$ cat src/rtl/lockreg_pkg.sv
package lockreg_pkg;
  localparam int CFG_BYTES  = 4;
  localparam int LOCK_POS   = 7;
  localparam int MODE_LO    = 3;
  localparam int MODE_HI    = 4;
  localparam int PERM_HI    = 2;
  localparam logic [7:0] RST_KEEP_MASK = 8'h67;

  typedef enum logic [1:0] {
    AM_OFF   = 2'd0,
    AM_TOR   = 2'd1,
    AM_NA4   = 2'd2,
    AM_NAPOT = 2'd3
  } amode_e;
endpackage

$ cat src/rtl/lockreg_cfg_slot.sv
module lockreg_cfg_slot
  import lockreg_pkg::*;
(
  input  logic       clk,
  input  logic       rst,
  input  logic       we,
  input  logic [7:0] wdata,
  output logic [7:0] cfg_q
);
  always_ff @(posedge clk) begin
    if (rst) begin
      cfg_q <= cfg_q & RST_KEEP_MASK;
    end else if (we && !cfg_q[LOCK_POS]) begin
      cfg_q <= wdata;
    end
  end
endmodule

$ cat src/rtl/lockreg_addr_slot.sv
module lockreg_addr_slot
  import lockreg_pkg::*;
#(
  parameter int ADDR_W   = 32,
  parameter bit HAS_NEXT = 1'b1
) (
  input  logic              clk,
  input  logic              we,
  input  logic [ADDR_W-1:0] wdata,
  input  logic              own_lock,
  input  logic              next_lock,
  input  logic [1:0]        next_mode,
  output logic [ADDR_W-1:0] addr_q
);
  logic guarded;

  generate
    if (HAS_NEXT) begin : g_chain
      assign guarded = own_lock | (next_lock & (next_mode == AM_TOR));
    end else begin : g_tail
      logic unused_next;
      assign unused_next = next_lock ^ (^next_mode);
      assign guarded = own_lock;
    end
  endgenerate

  always_ff @(posedge clk) begin
    if (we && !guarded) begin
      addr_q <= wdata;
    end
  end
endmodule

$ cat src/rtl/lockreg_summary.sv
module lockreg_summary
  import lockreg_pkg::*;
#(
  parameter int NUM_ENTRIES = 8,
  localparam int CNT_W = $clog2(NUM_ENTRIES + 1)
) (
  input  logic                     clk,
  input  logic                     rst,
  input  logic [NUM_ENTRIES-1:0]   lock_vec,
  input  logic [2*NUM_ENTRIES-1:0] mode_vec,
  output logic                     any_locked,
  output logic [CNT_W-1:0]         active_count
);
  logic [CNT_W-1:0] count_next;

  always_comb begin
    count_next = '0;
    for (int e = 0; e < NUM_ENTRIES; e++) begin
      if (mode_vec[2*e +: 2] != AM_OFF) begin
        count_next = count_next + CNT_W'(1);
      end
    end
  end

  always_ff @(posedge clk) begin
    if (rst) begin
      any_locked   <= 1'b0;
      active_count <= '0;
    end else begin
      any_locked   <= |lock_vec;
      active_count <= count_next;
    end
  end
endmodule

$ cat src/rtl/lockreg_bank.sv
module lockreg_bank
  import lockreg_pkg::*;
#(
  parameter int NUM_ENTRIES = 8,
  parameter int ADDR_W      = 32,
  localparam int REG_W   = 32,
  localparam int NUM_CFG = NUM_ENTRIES / CFG_BYTES,
  localparam int IDX_W   = $clog2(NUM_ENTRIES),
  localparam int CNT_W   = $clog2(NUM_ENTRIES + 1)
) (
  input  logic                          clk,
  input  logic                          rst,
  input  logic                          wr_en,
  input  logic                          wr_to_addr,
  input  logic [IDX_W-1:0]              wr_idx,
  input  logic [REG_W-1:0]              wr_data,
  input  logic                          rd_from_addr,
  input  logic [IDX_W-1:0]              rd_idx,
  output logic [REG_W-1:0]              rd_data,
  output logic                          any_locked,
  output logic [CNT_W-1:0]              active_count,
  output logic [NUM_ENTRIES-1:0]        entry_lock,
  output logic [2*NUM_ENTRIES-1:0]      entry_mode,
  output logic [3*NUM_ENTRIES-1:0]      entry_perm,
  output logic [ADDR_W*NUM_ENTRIES-1:0] entry_addr
);
  logic [7:0]        cfg_q  [NUM_ENTRIES];
  logic [ADDR_W-1:0] addr_q [NUM_ENTRIES];
  logic [REG_W-1:0]  rd_next;

  generate
    for (genvar e = 0; e < NUM_ENTRIES; e++) begin : g_entry
      localparam int REG_SEL  = e / CFG_BYTES;
      localparam int BYTE_SEL = e % CFG_BYTES;
      localparam int NEXT_E   = (e + 1 < NUM_ENTRIES) ? e + 1 : e;
      logic cfg_we;
      logic addr_we;

      assign cfg_we  = wr_en && !wr_to_addr && (wr_idx == IDX_W'(REG_SEL));
      assign addr_we = wr_en &&  wr_to_addr && (wr_idx == IDX_W'(e));

      lockreg_cfg_slot u_cfg (
        .clk   (clk),
        .rst   (rst),
        .we    (cfg_we),
        .wdata (wr_data[8*BYTE_SEL +: 8]),
        .cfg_q (cfg_q[e])
      );

      lockreg_addr_slot #(
        .ADDR_W   (ADDR_W),
        .HAS_NEXT (e + 1 < NUM_ENTRIES)
      ) u_addr (
        .clk       (clk),
        .we        (addr_we),
        .wdata     (wr_data[ADDR_W-1:0]),
        .own_lock  (cfg_q[e][LOCK_POS]),
        .next_lock (cfg_q[NEXT_E][LOCK_POS]),
        .next_mode (cfg_q[NEXT_E][MODE_HI:MODE_LO]),
        .addr_q    (addr_q[e])
      );

      assign entry_lock[e]             = cfg_q[e][LOCK_POS];
      assign entry_mode[2*e +: 2]      = cfg_q[e][MODE_HI:MODE_LO];
      assign entry_perm[3*e +: 3]      = cfg_q[e][PERM_HI:0];
      assign entry_addr[ADDR_W*e +: ADDR_W] = addr_q[e];
    end
  endgenerate

  always_comb begin
    rd_next = '0;
    for (int e = 0; e < NUM_ENTRIES; e++) begin
      if (rd_from_addr) begin
        if (rd_idx == IDX_W'(e)) begin
          rd_next = REG_W'(addr_q[e]);
        end
      end else if (rd_idx == IDX_W'(e / CFG_BYTES)) begin
        rd_next[8*(e % CFG_BYTES) +: 8] = cfg_q[e];
      end
    end
  end

  always_ff @(posedge clk) begin
    if (rst) begin
      rd_data <= '0;
    end else begin
      rd_data <= rd_next;
    end
  end

  lockreg_summary #(
    .NUM_ENTRIES (NUM_ENTRIES)
  ) u_summary (
    .clk          (clk),
    .rst          (rst),
    .lock_vec     (entry_lock),
    .mode_vec     (entry_mode),
    .any_locked   (any_locked),
    .active_count (active_count)
  );

  if (NUM_CFG * CFG_BYTES != NUM_ENTRIES) begin : g_bad_cfg
    initial $error("NUM_ENTRIES must be a multiple of four");
  end
endmodule

$ cat config.mk
export PLATFORM = sky130hd
export DESIGN_NAME = lockreg_bank
export DESIGN_NICKNAME = d
export VERILOG_FILES = /design/src/rtl/lockreg_pkg.sv /design/src/rtl/lockreg_cfg_slot.sv /design/src/rtl/lockreg_addr_slot.sv /design/src/rtl/lockreg_summary.sv /design/src/rtl/lockreg_bank.sv
export SDC_FILE = /design/constraint.sdc
export NUM_CORES = 1
export LEC_CHECK = 0
export BUFFER_PORTS_ARGS = -buffer_cell sky130_fd_sc_hd__buf_2
export CAP_MARGIN = 20
export CORE_ASPECT_RATIO = 0.7
export CORE_UTILIZATION = 30
export CTS_CLUSTER_DIAMETER = 120
export DETAILED_ROUTE_END_ITERATION = 7
export MAX_ROUTING_LAYER = met4
export SYNTH_ARGS = -nofsm -noshare
export SYNTH_HDL_FRONTEND = slang
export SYNTH_HIERARCHICAL = 1
export SYNTH_SLANG_ARGS = --single-unit
export TNS_END_PERCENT = 100
$ cat constraint.sdc
create_clock -name clk -period 8.1 [get_ports clk]
set_input_delay 1.215 -clock clk [delete_from_list [all_inputs] [get_ports clk]]
set_output_delay 1.215 -clock clk [all_outputs]
set_load 0.02 [all_outputs]
==> tab_implementation.tex, run 1 <==
\begin{tabular}{lr}
\hline
Metric & Value \\
\hline
\multicolumn{2}{l}{\textbf{Run status}} \\
\quad Run status & complete, no violations \\
\multicolumn{2}{l}{\textbf{Die}} \\
\quad Die boundary height & 191 um \\
\quad Initial standard-cell utilization of the core & 0.306 \\
\quad Number of top-level design ports & 384 \\
\quad Area of the core region & 49,800 um2 \\
\quad Die ar. & 51,800 um2 \\
\quad Die width & 272 um \\
\quad FP Rows & 68 \\
\multicolumn{2}{l}{\textbf{Setup path}} \\
\quad Worst reg2reg startpoint & g\_entry[1].u\_cfg/cfg\_q[4]\$\_SDFFE\_PP0P\_ \\
\quad Timing startpoint of the critical path & g\_entry[1].u\_cfg/cfg\_q[4]\$\_SDFFE\_PP0P\_ \\
\quad Largest stage delay on the critical path & 0.42 ns \\
\quad Crit path top cell by count & sky130\_fd\_sc\_hd\_\_ha\_1 \\
\quad Family with the most delay on the worst path & compound AO/OA/AOI/OAI gates \\
\quad Start-to-end type of the worst setup path & reg -> reg \\
\quad Critical Path End Type & register \\
\quad Worst reg2reg path endpoint & u\_summary/active\_count[2]\$\_SDFF\_PP0\_ \\
\quad Worst-path fanout max & 8 \\
\quad Cell Chain, Critical Path & or2\_2, ha\_1, or3\_1, and2\_1, ha\_1, o21ba\_2, a311o\_1, a21o\_1, a21oi\_1, nor2\_1, ha\_1, o21ai\_0, o41ai\_4, ha\_1, o21ai\_0, xor2\_1, nor2\_1 \\
\quad Kind of start point of the critical path & register \\
\quad Count of buffer and inverter cells on the critical path & 0 \\
\quad Arrival time at the worst endpoint & 4.81 ns \\
\quad Critical Path RT & 8.53 ns \\
\quad FF-to-FF path depth & 17 \\
\quad Register-to-register path setup slack & 3.72 ns \\
\quad CP max stage cell & sky130\_fd\_sc\_hd\_\_or3\_1 \\
\multicolumn{2}{l}{\textbf{Global routing}} \\
\quad Overall track demand over capacity in global routing & 0.227 \\
\quad Largest net degree at the start of global routing & 57 \\
\quad Via count of the first global-routing pass & 11,700 \\
\quad Remaining global-route overflow & 0 \\
\quad Antenna violations before repair & 0 \\
\quad Global-route wire length before repair & 82,300 um \\
\multicolumn{2}{l}{\textbf{Synth}} \\
\quad Synth area leaders & sky130\_fd\_sc\_hd\_\_edfxtp\_1 (58\%), sky130\_fd\_sc\_hd\_\_dfxtp\_1 (8.0\%), sky130\_fd\_sc\_hd\_\_mux2i\_1 (4.4\%) \\
\quad Warnings, synthesis & 6 \\
\quad Post-synth cell types & 79 \\
\quad Flop and latch count out of synthesis & 357 \\
\quad Mapped Nets & 1,194 \\
\quad Post-synthesis cell type with the largest combined area & sky130\_fd\_sc\_hd\_\_edfxtp\_1 \\
\quad Synthesized area per cell & 13.3 um2 \\
\quad Number of enable-type register cells in the synthesized netlist & 296 \\
\quad Synth cell count leaders & sky130\_fd\_sc\_hd\_\_edfxtp\_1 (296), sky130\_fd\_sc\_hd\_\_a21oi\_1 (96), sky130\_fd\_sc\_hd\_\_o21ai\_0 (87), sky130\_fd\_sc\_hd\_\_nand2\_1 (71), sky130\_fd\_sc\_hd\_\_mux2i\_1 (67) \\
\quad Prevailing post-synth register cell & sky130\_fd\_sc\_hd\_\_edfxtp\_1 \\
\quad Cells after Synth & 1,145 \\
\quad Share of the synthesized area in the top cell type & 0.583 \\
\quad Async SR Flop Fraction & 0 \\
\quad Share of synthesized area occupied by flip-flops and latches & 0.663 \\
\quad Most repeated cell in the gate-level netlist after synthesis & sky130\_fd\_sc\_hd\_\_edfxtp\_1 \\
\quad Synthesized cell area & 15,300 um2 \\
\multicolumn{2}{l}{\textbf{Min path}} \\
\quad Start point of the worst hold path & g\_entry[5].u\_cfg/cfg\_q[5]\$\_DFFE\_PP\_ \\
\quad Hold crit path type & reg -> reg \\
\quad Hold Path Depth & 2 \\
\quad End point of the worst hold path & rd\_data[13]\$\_SDFF\_PP0\_ \\
\multicolumn{2}{l}{\textbf{Layout}} \\
\quad Count of antenna diodes in the layout & 0 \\
\quad Filler cell count & 4,822 \\
\quad Layout cells sized above 1 & 0.325 \\
\quad Number of nets in the layout & 1,589 \\
\quad Post-route cell area & 19,200 um2 \\
\quad Area growth, synth to finish & 26.0\% \\
\multicolumn{2}{l}{\textbf{Timing}} \\
\quad Minimum clock period & 4.38 ns \\
\quad Clock skew after layout & 0.0240 ns \\
\quad RSZ-0062 raised after global routing & false \\
\quad Final-report hold violation count & 0 \\
\quad Transition time of the tightest slew-check pin & 1.18 ns \\
\quad Remaining max-slew budget at the tightest pin & 0.215 \\
\quad Max-slew violation count & 0 \\
\quad Count of final setup violators & 0 \\
\quad Share of the cycle needed by the critical path after routing & 0.541 \\
\quad Achievable Freq & 228 MHz \\
\quad Final sum of negative setup slack & 0 ns \\
\multicolumn{2}{l}{\textbf{Power}} \\
\quad Design internal power & 3.09 mW \\
\quad Total chip power & 4.12 mW \\
\quad Part of the total power dissipated in sequential elements & 0.500 \\
\quad Worst ir drop on vdd & 0.123 mV \\
\quad Part of the power in the clock network & 0.416 \\
\quad Part of the total power dissipated in combinational logic & 0.085 \\
\quad Switching power share of the total & 0.249 \\
\quad Areal power density over the cells & 214 nW/um2 \\
\quad P\_leak & 7.24 nW \\
\quad Sw Pwr & 1.03 mW \\
\multicolumn{2}{l}{\textbf{CTS}} \\
\quad Worst-Skew Late Latency & 0.55 ns \\
\quad CTS tree & yes \\
\quad H-tree levels & 2 \\
\quad Post-CTS Hold Buffers & 0 \\
\quad Buffer type at the clock tree root & sky130\_fd\_sc\_hd\_\_clkbuf\_16 \\
\quad Max Root-Sink Buffers & 3 \\
\quad Clock-pin slew on the worst setup and hold paths & 0.07 ns \\
\quad Total number of clock tree sinks & 357 \\
\quad Post-CTS Repair Setup Buffers & 0 \\
\quad Count of instances resized after the clock tree is built & 0 \\
\quad Number of buffers added by the clock tree synthesis step & 39 \\
\multicolumn{2}{l}{\textbf{Drt}} \\
\quad Routed wire per std cell & 26.4 um \\
\quad Routed length on met3 & 5330 um \\
\quad Wl on met1 & 25,300 um \\
\quad Total Routed Length & 58,900 um \\
\quad Via total after detailed routing & 11,900 \\
\quad Met2 wire length & 26,900 um \\
\quad Vias/cell & 5.34 \\
\quad Number of nets with antenna violations after routing & 0 \\
\quad Topmost layer with routed signal wires & met4 \\
\quad Router iterations before antenna repair & 6 \\
\quad Post-route DRC violation count & 0 \\
\quad DR iter-0 viols & 1,188 \\
\multicolumn{2}{l}{\textbf{Placement}} \\
\quad Port bufs & 383 \\
\quad Final HPWL DP & 40,300 um \\
\quad Final weighted congestion of routability-driven global placement & 0.888 \\
\quad Post-DP Area & 18,000 um2 \\
\multicolumn{2}{l}{\textbf{Job}} \\
\quad Number of maximum-capacitance constraint violations & 0 \\
\hline
\end{tabular}
-- through the flow --
stage	cells	setup WS, ns	hold WS, ns	util
final	2234	3.72	0.480	0.386
after global routing	2234	3.50	0.511	0.386
after CTS	2234	3.76	0.481	0.386
after detailed placement	2164	3.76	0.458	0.362
after global placement	2162	3.86	0.462	0.361
after floorplan	1145	4.07	0.429	-
-- final cells by class --
type / count / area, um2 / share of cell area
Clock buffer: 51 / 1080 / 0.0564
Tap cell: 665 / 832 / 0.0433
Sequential cell: 357 / 10100 / 0.526
Inverter: 30 / 114 / 0.00592
Multi-Input combinational cell: 700 / 4800 / 0.250
Clock inverter: 19 / 133 / 0.00690
Timing Repair Buffer: 412 / 2150 / 0.112
-- tightest hold or removal path, cell delays in order, from the launching register on --
cell and delay (ns):
sky130_fd_sc_hd__edfxtp_1 0.32, sky130_fd_sc_hd__a221oi_1 0.07, sky130_fd_sc_hd__nand2_1 0.07
-- power groups by stage --
stage / Clock [mW] / Combinational [mW] / Sequential (mW)
finish: 1.71 / 0.349 / 2.06
global route: 1.82 / 0.373 / 2.06
CTS: 1.75 / 0.349 / 2.06
detailed placement: 0 / 0.349 / 2.10
global placement: 0 / 0.343 / 2.10
floorplan: 0 / 0.151 / 2.14
-- worst max path at each step --
stage	end	slack, ns	depth (start not counted)
6_report	u_summary/active_count[2]$_SDFF_PP0_	3.72	17
5_1_grt	u_summary/active_count[2]$_SDFF_PP0_	3.50	17
4_1_cts	u_summary/active_count[2]$_SDFF_PP0_	3.76	17
3_5_place_dp	u_summary/active_count[2]$_SDFF_PP0_	3.76	17
3_3_place_gp	rd_data[7]$_SDFF_PP0_	3.86	6
2_1_floorplan	u_summary/active_count[2]$_SDFF_PP0_	4.07	17
-- routing by layer --
metal,global-route usage,up-vias
met1,0.298,5918
met3,0.0523,86
met5,-,-
met4,0.0631,0
met2,0.352,688
li1,-,5231
-- registers in the layout (all words and copies together) (netlist names) --
name and cells:
g_entry.u_addr/addr_q 256, u_summary/any_locked 1, rd_data 32, g_entry.u_cfg/cfg_q 64, u_summary/active_count 4
-- cell usage in the layout (no fill, tap or decap), drive strengths merged, types with 20 or more instances in the layout --
cell type and count:
a21oi 96, buf 412, clkbuf 51, dfxtp 61, edfxtp 296, inv 31
mux2i 67, nand2 72, nor2 70, nor3 24, o211ai 20, o21a 24
o21ai 107
-- cells by family after synthesis --
family,Yosys count,share of synthesized area
AND/OR/NAND/NOR,253,0.0944
multiplexers,68,0.0447
flip-flops,357,0.663
XOR/XNOR,10,0.00722
adder cells (fa/ha/maj),6,0.00492
AO/OA/AOI/OAI,363,0.157
buffers and inverters,88,0.0290
No activity file was read; power rests on OpenSTA's default activity.
==> run 2, diff against run 1 <==
--- a/config.mk
+++ b/config.mk
@@ -5,6 +5,7 @@
 export SDC_FILE = /design/constraint.sdc
 export NUM_CORES = 1
 export LEC_CHECK = 0
+export ABC_AREA = 1
 export BUFFER_PORTS_ARGS = -buffer_cell sky130_fd_sc_hd__buf_2
 export CAP_MARGIN = 20
 export CORE_ASPECT_RATIO = 0.7
==> constraint.sdc (replaced) <==
create_clock -name clk -period 4.6 [get_ports clk]
set_input_delay 0.69 -clock clk [delete_from_list [all_inputs] [get_ports clk]]
set_output_delay 0.69 -clock clk [all_outputs]
set_load 0.02 [all_outputs]
==> run 2 against run 1 <==
Net effect:
- via count grew 7.7%
- sequential cell count is the same
- sequential share of layout area shrank 0.76 points
- area after synthesis grew 1.4%
- sequential power grew 74%
- fmax grew 21%
- routed wire length shrank 0.16%
- count of clock-buffer cells in the layout grew 2
- final cell count grew 17%
- power grew 81%
- clock skew shrank 0.0061 ns
- critical endpoint is now u_summary/active_count[1]$_SDFF_PP0_
- largest cell class unchanged
==> tab_implementation.tex, run 2 <==
\begin{tabular}{lr}
\hline
Metric & Value \\
\hline
\multicolumn{2}{l}{\textbf{Run status}} \\
\quad Run status & complete, no violations \\
\multicolumn{2}{l}{\textbf{Setup path}} \\
\quad Start-to-end type of the worst setup path & reg -> reg \\
\quad Largest stage delay on the critical path & 0.42 ns \\
\quad Count of buffer and inverter cells on the critical path & 4 \\
\quad Critical Path End Type & register \\
\quad Critical Path RT & 5.02 ns \\
\quad Worst-path fanout max & 6 \\
\quad Kind of start point of the critical path & register \\
\quad CP max stage cell & sky130\_fd\_sc\_hd\_\_dfxtp\_1 \\
\quad Arrival time at the worst endpoint & 4.04 ns \\
\quad Cell Chain, Critical Path & inv\_1, nand2\_1, ha\_1, inv\_2, nand2\_4, nand2\_4, inv\_1, ha\_1, or2\_1, nand2\_1, nand2\_1, nand3\_4, nand2\_4, nand2\_1, nand2\_1, ha\_1, or2\_2, nand2\_1, inv\_1, ha\_1, o21ai\_0, a21oi\_1 \\
\quad Register-to-register path setup slack & 0.98 ns \\
\quad Crit path top cell by count & sky130\_fd\_sc\_hd\_\_nand2\_1 \\
\quad Family with the most delay on the worst path & simple AND/OR/NAND/NOR gates \\
\multicolumn{2}{l}{\textbf{Layout}} \\
\quad Non-Filler Instances & 2,614 \\
\quad Leading cell type in the layout, fill and taps excluded & sky130\_fd\_sc\_hd\_\_buf\_2 \\
\quad Largest register FFs & 256 \\
\quad Largest Register & g\_entry.u\_addr/addr\_q \\
\quad Filler cell count & 4,972 \\
\quad Area taken by multi-input logic gates & 4530 um2 \\
\quad Area growth, synth to finish & 26.1\% \\
\quad Leading registers by flop count & g\_entry.u\_addr/addr\_q x256, g\_entry.u\_cfg/cfg\_q x64, rd\_data x32 \\
\quad Post-route cell area & 19,500 um2 \\
\quad Commonest non-fill, non-tap cells in the layout & sky130\_fd\_sc\_hd\_\_buf\_2 (384), sky130\_fd\_sc\_hd\_\_nand2\_1 (377), sky130\_fd\_sc\_hd\_\_edfxtp\_1 (296), sky130\_fd\_sc\_hd\_\_nor2\_1 (169), sky130\_fd\_sc\_hd\_\_inv\_1 (112) \\
\quad Number of nets in the layout & 1,956 \\
\quad Sequential cell area & 10,100 um2 \\
\quad Layout cells sized above 1 & 0.297 \\
\multicolumn{2}{l}{\textbf{Power}} \\
\quad Part of the total power dissipated in sequential elements & 0.481 \\
\quad Areal power density over the cells & 382 nW/um2 \\
\quad Sw Pwr & 1.80 mW \\
\quad Worst ir drop on vdd & 0.211 mV \\
\quad Part of the power in the clock network & 0.437 \\
\quad Switching power share of the total & 0.242 \\
\quad Total chip power & 7.45 mW \\
\quad Design internal power & 5.65 mW \\
\quad P\_leak & 8.24 nW \\
\quad Part of the total power dissipated in combinational logic & 0.082 \\
\multicolumn{2}{l}{\textbf{Drt}} \\
\quad Via total after detailed routing & 12,800 \\
\quad Total Routed Length & 58,800 um \\
\quad Routed wire per std cell & 22.5 um \\
\quad Post-route DRC violation count & 0 \\
\quad DR iter-0 viols & 1,012 \\
\quad Vias/cell & 4.91 \\
\quad Router iterations before antenna repair & 5 \\
\quad Number of nets with antenna violations after routing & 0 \\
\multicolumn{2}{l}{\textbf{Timing}} \\
\quad Count of final setup violators & 0 \\
\quad Minimum clock period & 3.62 ns \\
\quad Max-slew violation count & 0 \\
\quad RSZ-0062 raised after global routing & false \\
\quad Final-report hold violation count & 0 \\
\quad Clock skew after layout & 0.0179 ns \\
\quad Remaining max-slew budget at the tightest pin & 0.250 \\
\quad Achievable Freq & 276 MHz \\
\quad Share of the cycle needed by the critical path after routing & 0.786 \\
\quad Final Hold Slack & 0.443 ns \\
\quad Transition time of the tightest slew-check pin & 1.12 ns \\
\quad Final sum of negative setup slack & 0 ns \\
\multicolumn{2}{l}{\textbf{Synth}} \\
\quad Mapped Nets & 1,560 \\
\quad Share of the synthesized area in the top cell type & 0.575 \\
\quad Synthesized cell area & 15,500 um2 \\
\quad Synth area leaders & sky130\_fd\_sc\_hd\_\_edfxtp\_1 (57\%), sky130\_fd\_sc\_hd\_\_nand2\_1 (9.1\%), sky130\_fd\_sc\_hd\_\_dfxtp\_1 (7.9\%) \\
\quad Number of enable-type register cells in the synthesized netlist & 296 \\
\quad Async SR Flop Fraction & 0 \\
\quad Prevailing post-synth register cell & sky130\_fd\_sc\_hd\_\_edfxtp\_1 \\
\quad Synth cell count leaders & sky130\_fd\_sc\_hd\_\_nand2\_1 (377), sky130\_fd\_sc\_hd\_\_edfxtp\_1 (296), sky130\_fd\_sc\_hd\_\_nor2\_1 (172), sky130\_fd\_sc\_hd\_\_inv\_1 (121), sky130\_fd\_sc\_hd\_\_a21oi\_1 (107) \\
\quad Share of synthesized area occupied by flip-flops and latches & 0.654 \\
\quad Synthesized area per cell & 10.2 um2 \\
\quad Cells after Synth & 1,511 \\
\quad Post-synth cell types & 41 \\
\quad Flop and latch count out of synthesis & 357 \\
\quad Post-synthesis cell type with the largest combined area & sky130\_fd\_sc\_hd\_\_edfxtp\_1 \\
\quad Most repeated cell in the gate-level netlist after synthesis & sky130\_fd\_sc\_hd\_\_nand2\_1 \\
\quad Warnings, synthesis & 6 \\
\multicolumn{2}{l}{\textbf{CTS}} \\
\quad Total number of clock tree sinks & 357 \\
\quad Post-CTS Hold Buffers & 0 \\
\quad Worst-Skew Late Latency & 0.55 ns \\
\quad CTS tree & yes \\
\quad Buffer type at the clock tree root & sky130\_fd\_sc\_hd\_\_clkbuf\_16 \\
\quad Post-CTS Repair Setup Buffers & 0 \\
\quad Number of buffers added by the clock tree synthesis step & 39 \\
\quad Max Root-Sink Buffers & 3 \\
\quad Clock-pin slew on the worst setup and hold paths & 0.07 ns \\
\quad Count of instances resized after the clock tree is built & 0 \\
\quad H-tree levels & 2 \\
\multicolumn{2}{l}{\textbf{Placement}} \\
\quad Post-DP Area & 18,200 um2 \\
\quad Final HPWL DP & 40,600 um \\
\quad Port bufs & 383 \\
\quad Number of placed instances with taps included & 2,538 \\
\quad Final weighted congestion of routability-driven global placement & 0.913 \\
\multicolumn{2}{l}{\textbf{Global routing}} \\
\quad Largest net degree at the start of global routing & 48 \\
\quad Antenna violations before repair & 4 \\
\quad Remaining global-route overflow & 0 \\
\quad Via count of the first global-routing pass & 12,300 \\
\quad Global-route wire length before repair & 82,900 um \\
\quad Overall track demand over capacity in global routing & 0.225 \\
\multicolumn{2}{l}{\textbf{Die}} \\
\quad Initial standard-cell utilization of the core & 0.304 \\
\quad Area of the core region & 50,900 um2 \\
\quad Number of top-level design ports & 384 \\
\quad Die boundary height & 192 um \\
\quad FP Rows & 69 \\
\quad Die ar. & 52,500 um2 \\
\quad Die width & 273 um \\
\multicolumn{2}{l}{\textbf{Min path}} \\
\quad Hold crit path type & in -> reg \\
\multicolumn{2}{l}{\textbf{Job}} \\
\quad Number of maximum-capacitance constraint violations & 0 \\
\hline
\end{tabular}
-- run 2: cell count changes in the layout (fill, tap and decap cells not counted), sizes merged, moves of 18 or more --
cell	delta
inv	+107
nand2b	-18
mux2i	-67
o21ai	-66
o21a	-23
nand4	+31
nand2	+329
nand3	+104
nor2	+127
-- run 2: stage by stage --
step | setup WS (ns) | utilization
after floorplan | 1.18 | -
after global placement | 1.11 | 0.357
after detailed placement | 1.02 | 0.357
after CTS | 0.990 | 0.383
after global routing | 0.676 | 0.384
final | 0.983 | 0.384
-- run 2: cells by family after synthesis --
group                    count (synthesis)  share of synthesized area
flip-flops                             357                      0.654
AO/OA/AOI/OAI                          177                     0.0616
adder cells (fa/ha/maj)                  6                    0.00485
AND/OR/NAND/NOR                        770                      0.225
buffers and inverters                  201                     0.0552
-- run 2: power by group through the flow --
stage / Sequential [mW] / Clock [mW] / Combinational, mW
final: 3.59 / 3.26 / 0.608
after global routing: 3.59 / 3.44 / 0.667
after CTS: 3.59 / 3.34 / 0.608
after detailed placement: 3.66 / 0 / 0.606
after global placement: 3.65 / 0 / 0.595
after floorplan: 3.72 / 0 / 0.297
-- run 2: path summary, 6_finish.rpt --
path / from / cells after the start / endpoint
worst max-delay path: g_entry[1].u_cfg/cfg_q[3]$_SDFFE_PP0P_ / 22 / u_summary/active_count[1]$_SDFF_PP0_
worst max register to register: g_entry[1].u_cfg/cfg_q[3]$_SDFFE_PP0P_ / 22 / u_summary/active_count[1]$_SDFF_PP0_
worst min register to register: g_entry[5].u_cfg/cfg_q[4]$_SDFFE_PP0P_ / 2 / g_entry[5].u_cfg/cfg_q[4]$_SDFFE_PP0P_
worst min-delay path: wr_data[16] / 1 / g_entry[0].u_addr/addr_q[16]$_DFFE_PP_
-- run 2: worst register-to-register path: stages (launching register included) --
cell and delay [ns]:
sky130_fd_sc_hd__dfxtp_1 0.42, sky130_fd_sc_hd__inv_1 0.06, sky130_fd_sc_hd__nand2_1 0.11, sky130_fd_sc_hd__ha_1 0.31, sky130_fd_sc_hd__inv_2 0.10, sky130_fd_sc_hd__nand2_4 0.07
sky130_fd_sc_hd__nand2_4 0.12, sky130_fd_sc_hd__inv_1 0.06, sky130_fd_sc_hd__ha_1 0.31, sky130_fd_sc_hd__or2_1 0.25, sky130_fd_sc_hd__nand2_1 0.10, sky130_fd_sc_hd__nand2_1 0.11
sky130_fd_sc_hd__nand3_4 0.11, sky130_fd_sc_hd__nand2_4 0.06, sky130_fd_sc_hd__nand2_1 0.08, sky130_fd_sc_hd__nand2_1 0.06, sky130_fd_sc_hd__ha_1 0.27, sky130_fd_sc_hd__or2_2 0.30
sky130_fd_sc_hd__nand2_1 0.09, sky130_fd_sc_hd__inv_1 0.05, sky130_fd_sc_hd__ha_1 0.25, sky130_fd_sc_hd__o21ai_0 0.16, sky130_fd_sc_hd__a21oi_1 0.05
-- run 2: final cells by class --
cell class                      count  area share
Timing Repair Buffer              415       0.111
Clock buffer                       53      0.0570
Clock inverter                     17      0.0103
Inverter                          141      0.0275
Multi-Input combinational cell    953       0.232
Tap cell                          674      0.0432
Antenna cell                        4    0.000513
Sequential cell                   357       0.518
-- run 2: routing by layer --
layer,wire length (um),up-vias,track usage,share of wire
met5,0,-,-,0
met4,803,0,0.0501,0.014
met3,4990,68,0.0521,0.085
met2,26700,568,0.347,0.45
met1,26400,6302,0.302,0.45
li1,-,5908,-,-
